==> src/rtl/conv_enc_pkg.sv <==
package conv_enc_pkg;
    typedef enum logic [1:0] {
        ST_IDLE = 2'd0,
        ST_WAIT = 2'd1,
        ST_DATA = 2'd2,
        ST_PAD  = 2'd3
    } enc_state_e;
endpackage

==> src/rtl/conv_enc_core.sv <==
// Combinational convolutional kernel: one input bit -> one symbol pair
module conv_enc_core #(
    parameter int          K   = 4,
    parameter logic [K-1:0] G_A = 4'o17,
    parameter logic [K-1:0] G_B = 4'o15
) (
    input  logic         bit_in,
    input  logic [K-2:0] mem_in,
    output logic [1:0]   pair,
    output logic [K-2:0] mem_nxt
);
    localparam int MEM = K - 1;

    logic [K-1:0] window;
    assign window = {bit_in, mem_in};

    for (genvar g = 0; g < 2; g++) begin : g_poly
        localparam logic [K-1:0] TAPS = (g == 0) ? G_A : G_B;
        assign pair[1-g] = ^(window & TAPS);
    end

    if (MEM > 1) begin : g_shift
        assign mem_nxt = {bit_in, mem_in[MEM-1:1]};
    end else begin : g_single
        assign mem_nxt = bit_in;
    end
endmodule

==> src/rtl/enc_pad_plan.sv <==
// Number of zero filler bytes needed to reach an even total with at least one
module enc_pad_plan #(
    parameter int CNT_W = 2
) (
    input  logic             odd_count,
    output logic [CNT_W-1:0] pad_bytes
);
    assign pad_bytes = odd_count ? CNT_W'(1) : CNT_W'(2);
endmodule

==> src/rtl/conv_pkt_encoder.sv <==
module conv_pkt_encoder #(
    parameter int           DW  = 8,
    parameter int           K   = 4,
    parameter logic [K-1:0] G_A = 4'o17,
    parameter logic [K-1:0] G_B = 4'o15
) (
    input  logic          clk,
    input  logic          rst_n,
    input  logic          code_en,
    input  logic [DW-1:0] in_data,
    input  logic          in_valid,
    input  logic          in_last,
    output logic          in_ready,
    output logic [1:0]    out_sym,
    output logic          out_valid,
    output logic          out_last,
    input  logic          out_ready,
    output logic          err_short
);
    import conv_enc_pkg::*;

    localparam int MEM   = K - 1;
    localparam int IDX_W = $clog2(DW);
    localparam int PAD_W = 2;
    localparam logic [IDX_W-1:0] LAST_CODED = IDX_W'(DW - 1);
    localparam logic [IDX_W-1:0] LAST_RAW   = IDX_W'(DW / 2 - 1);

    typedef struct packed {
        enc_state_e       st;
        logic [DW-1:0]    shreg;
        logic [IDX_W-1:0] idx;
        logic             last_byte;
        logic             coded;
        logic             odd;
        logic [PAD_W-1:0] pads_left;
        logic [MEM-1:0]   mem;
        logic             err;
    } ctx_t;

    ctx_t ctx_d, ctx_q;

    logic             enc_pair_valid;
    logic [1:0]       coded_pair;
    logic [MEM-1:0]   mem_next;
    logic [PAD_W-1:0] pad_need;
    logic             final_pair;
    logic             accept;
    logic             fire;

    conv_enc_core #(.K(K), .G_A(G_A), .G_B(G_B)) u_core (
        .bit_in  (ctx_q.shreg[DW-1]),
        .mem_in  (ctx_q.mem),
        .pair    (coded_pair),
        .mem_nxt (mem_next)
    );

    enc_pad_plan #(.CNT_W(PAD_W)) u_pad (
        .odd_count (ctx_q.odd),
        .pad_bytes (pad_need)
    );

    assign in_ready       = (ctx_q.st == ST_IDLE) || (ctx_q.st == ST_WAIT);
    assign enc_pair_valid = (ctx_q.st == ST_DATA) || (ctx_q.st == ST_PAD);
    assign out_valid      = enc_pair_valid;
    assign accept         = in_valid && in_ready;
    assign fire           = enc_pair_valid && out_ready;
    assign final_pair     = ctx_q.coded ? (ctx_q.idx == LAST_CODED)
                                        : (ctx_q.idx == LAST_RAW);
    assign out_sym        = ctx_q.coded ? coded_pair : ctx_q.shreg[DW-1:DW-2];
    assign out_last       = final_pair &&
                            (((ctx_q.st == ST_DATA) && ctx_q.last_byte && !ctx_q.coded) ||
                             ((ctx_q.st == ST_PAD) && (ctx_q.pads_left == PAD_W'(1))));
    assign err_short      = ctx_q.err;

    always_comb begin
        ctx_d     = ctx_q;
        ctx_d.err = 1'b0;
        unique case (ctx_q.st)
            ST_IDLE: begin
                if (accept) begin
                    if (code_en && in_last) begin
                        ctx_d.err = 1'b1;
                    end else begin
                        ctx_d.st        = ST_DATA;
                        ctx_d.shreg     = in_data;
                        ctx_d.idx       = '0;
                        ctx_d.last_byte = in_last;
                        ctx_d.coded     = code_en;
                        ctx_d.odd       = 1'b1;
                        ctx_d.mem       = '0;
                        ctx_d.pads_left = '0;
                    end
                end
            end
            ST_WAIT: begin
                if (accept) begin
                    ctx_d.st        = ST_DATA;
                    ctx_d.shreg     = in_data;
                    ctx_d.idx       = '0;
                    ctx_d.last_byte = in_last;
                    ctx_d.odd       = ~ctx_q.odd;
                end
            end
            ST_DATA, ST_PAD: begin
                if (fire) begin
                    if (ctx_q.coded) begin
                        ctx_d.mem   = mem_next;
                        ctx_d.shreg = {ctx_q.shreg[DW-2:0], 1'b0};
                    end else begin
                        ctx_d.shreg = {ctx_q.shreg[DW-3:0], 2'b00};
                    end
                    ctx_d.idx = ctx_q.idx + IDX_W'(1);
                    if (final_pair) begin
                        ctx_d.idx   = '0;
                        ctx_d.shreg = '0;
                        if (ctx_q.st == ST_DATA) begin
                            if (!ctx_q.last_byte) begin
                                ctx_d.st = ST_WAIT;
                            end else if (ctx_q.coded) begin
                                ctx_d.st        = ST_PAD;
                                ctx_d.pads_left = pad_need;
                            end else begin
                                ctx_d.st = ST_IDLE;
                            end
                        end else begin
                            if (ctx_q.pads_left == PAD_W'(1)) begin
                                ctx_d.st        = ST_IDLE;
                                ctx_d.pads_left = '0;
                            end else begin
                                ctx_d.pads_left = ctx_q.pads_left - PAD_W'(1);
                            end
                        end
                    end
                end
            end
            default: ctx_d.st = ST_IDLE;
        endcase
    end

    always_ff @(posedge clk) begin
        if (!rst_n) begin
            ctx_q <= '0;
        end else begin
            ctx_q <= ctx_d;
        end
    end

    logic [MEM-1:0] enc_mem;
    logic           enc_coded;
    assign enc_mem   = ctx_q.mem;
    assign enc_coded = ctx_q.coded;
endmodule

==> config.mk <==
export PLATFORM = sky130hd
export DESIGN_NAME = conv_pkt_encoder
export DESIGN_NICKNAME = d
export VERILOG_FILES = /design/src/rtl/conv_enc_pkg.sv /design/src/rtl/conv_enc_core.sv /design/src/rtl/enc_pad_plan.sv /design/src/rtl/conv_pkt_encoder.sv
export SDC_FILE = /design/constraint.sdc
export NUM_CORES = 1
export LEC_CHECK = 0
export ABC_AREA = 0
export ABC_CLOCK_PERIOD_IN_PS = 2800
export BUFFER_PORTS_ARGS = -buffer_cell sky130_fd_sc_hd__buf_4
export CAP_MARGIN = 15
export CORE_MARGIN = 3
export CORE_UTILIZATION = 60
export DETAILED_ROUTE_END_ITERATION = 16
export PLACE_DENSITY = 0.94
export SETUP_SLACK_MARGIN = 0.5
export SYNTH_ARGS = -nofsm -noshare
export SYNTH_HDL_FRONTEND = slang
export SYNTH_SLANG_ARGS = --single-unit
==> constraint.sdc <==
create_clock -name clk -period 2.8 [get_ports clk]
set_input_delay 0.7 -clock clk [delete_from_list [all_inputs] [get_ports clk]]
set_output_delay 0.7 -clock clk [all_outputs]
set_load 0.01 [all_outputs]
==> metrics.yaml <==
clock_network:
  cts_buffers: 3
  clock_latency_ns: 0.31
  path_clk_slew_ns: 0.12
  cts_hold_buf: 0
  htree_levels: 1
  tritoncts: "built"
  root_buffer: "clkbuf_4"
  clock-sinks: 22
  clk_path_buf_depth: 2
worst_setup_path:
  end_kind: "primary output"
  crit_fanout: 5
  cp_data_required_time_ns: 2.10
  critPathKind: "register to primary output"
  start_kind: "register"
  crit_arrival_ns: 1.57
global_routing:
  antenna_found_initial: 0
  met3_usage: 0.02817
  grtUsageMet2: 0.4082
  grtUsageMet1: 0.2801
  grt-busiest-layer: "met2"
  track_usage: 0.2326
  grt_pass1_wl_um: 4968
  grt_pass1_vias: 1203
  grt_max_degree: 27
  grt-ovfl-total: 0
pwr:
  p_leak_nw: 0.6038
  cellPowerDensity_nw_per_um2: 420.8
  fin_total_pwr_uw: 629.1
  ir_worst_vdd_v: 0.0002850
finish:
  fill_cells: 168
  final_nets: 188
  area_delta_synth_final_pct: 11.27
  antennaDiodeCount: 0
  fin_area_um2: 1495
  drive_gt1_frac: 0.2235
yosys:
  synth-seq-area-share: 0.3277
  synth-adder-area-share: 0.01862
  yosysTopAreaCell: "dfxtp_1"
  muxShareOfSynthArea: 0.04562
  synthCells: 159
  synth_fp_nets: 175
  synth_area_per_cell_um2: 8.452
  synth_ff_type: "dfxtp_1"
  synth_edf_count: 0
  synth_xor_xnor_area_share: 0.03911
  ys_ff_latch: 22
  synth.cell_area_um2: 1344
  synth.area.top_cells: "dfxtp_1 33%, o21ai_0 4.1%, a21oi_1 3.7%, a32o_1 3.7%, mux2i_1 3.7%"
  yosysUniqueCellTypes: 46
  yosysMostFrequentCell: "dfxtp_1"
  synthTopCellsByCount: "22 x dfxtp_1, 11 x nand2_1, 11 x o21ai_0"
  synth.top_cell.area_share: 0.3277
  yosys_warnings: 0
  async_flop_share: 0
  yosys.area_share.simple: 0.2235
  synth_top_family_by_area: "compound AO/OA/AOI/OAI gates"
  synth-compound-area-share: 0.2793
routing:
  drc: 0
  ant_nets: 0
  first_pass_iters: 6
  drt_wl_total_um: 3098
  vias_per_cell: 6.503
  routedWlPerCell_um: 15.73
  vias: 1281
  drtIter0Drc: 88
timing:
  timing.final.ws_setup_ns: 0.5269
  slew_headroom: 0.5979
  drv_slew: 0
  clock_skew_ns: 0.002572
  fmax_mhz: 439.9
  min_period_over_period: 0.8118
  finalHoldViolations: 0
  rsz0062_at_grt: "true"
  worst_pin_slew_ns: 0.5992
  final.setup.tns_ns: 0
  setup_viol: 0
  hold-worst-slack_ns: 0.4902
  period_minus_slack_ns: 2.273
hold_path:
  hold_class: "register to register"
run_status:
  status: "completed"
placed_design:
  post-place-ws_ns: 0.6973
  port_buffers: 19
  dp_hpwl_um: 2142
  place_congestion: 0.8479
  dpl_cell_area_um2: 1458
floorplan:
  core_um2: 2042
  die_h_um: 53.33
  die_area_um2: 2844
  ios: 20
  initial_utilization: 0.6581
  die_w_um: 53.33
  num_rows: 16
job:
  drv_cap: 0
-- cell families (layout without fill, tap and decap cells) --
group	after synthesis	after routing
AO/OA/AOI/OAI	52	52
XOR/XNOR	6	6
adder cells (fa/ha/maj)	2	2
buffers and inverters	17	28
flip-flops	22	22
multiplexers	6	6
AND/OR/NAND/NOR	54	54
-- power by group --
group          internal (mW)  total, mW  switching, mW  leakage (nW)
sequential             0.330      0.353         0.0233         0.182
combinational         0.0661      0.132         0.0659         0.408
clock                 0.0503      0.144         0.0937        0.0138
-- state kept, by name, indices dropped and copies added, names as in the netlist --
signal     flops
err_short      1
ctx_q         17
enc_mem        3
enc_coded      1
-- path summary, 6_finish.rpt --
kind	from	cells past startpoint	slack (ns)	to
max	ctx_q[5]	7	0.53	out_last
min	ctx_q[12]	2	0.49	ctx_q[12]
max reg2reg	ctx_q[21]	5	0.95	ctx_q[5]
min reg2reg	ctx_q[12]	2	0.49	ctx_q[12]
-- layout make-up --
type                    count  area, um^2  share of cell area
clock buffers               3       22.52             0.01506
well taps                  27       33.78             0.02259
repair buffers             20       150.1              0.1004
flip-flops and latches     22       445.4              0.2979
inverters                   5       18.77             0.01255
multi-input cells         120       824.5              0.5515
-- layout by cell type, fill, tap and decap left out, types with 9 or more instances in the layout --
cell     Yosys  routed
nand3_1      9       9
dfxtp_1     22      18
nor2_1      10      10
o21ai_0     11      11
nand2_1     11      11
buf_4        3      20
a21oi_1     10      10
-- per-layer routing --
metal | wire, um | vias up
li1 | - | 608
met1 | 1308 | 607
met2 | 1531 | 52
met3 | 177 | 14
met4 | 80 | 0
met5 | 0 | -
-- worst max-delay path, stage by stage, from the launching register on --
cell and delay (ns):
dfxtp_2 0.34, inv_1 0.06, ha_2 0.22, mux2i_1 0.09, nor3_1 0.17, a41oi_1 0.07
nor2_1 0.16, buf_4 0.14
-- repair_timing --
action / CTS / global route
pin swaps: 0 / 0
cloned: 0 / 0
buffers inserted: 0 / 0
setup endpoints to repair: 3 / 2
resized for setup: 2 / 4
-- through the flow --
step	std cells	utilization
3_3_place_gp	194	0.7138
6_report	197	0.7322
4_1_cts	197	0.7261
5_1_grt	197	0.7322
3_5_place_dp	194	0.7138
2_1_floorplan	159	-
No activity file was read; power rests on OpenSTA's default activity.
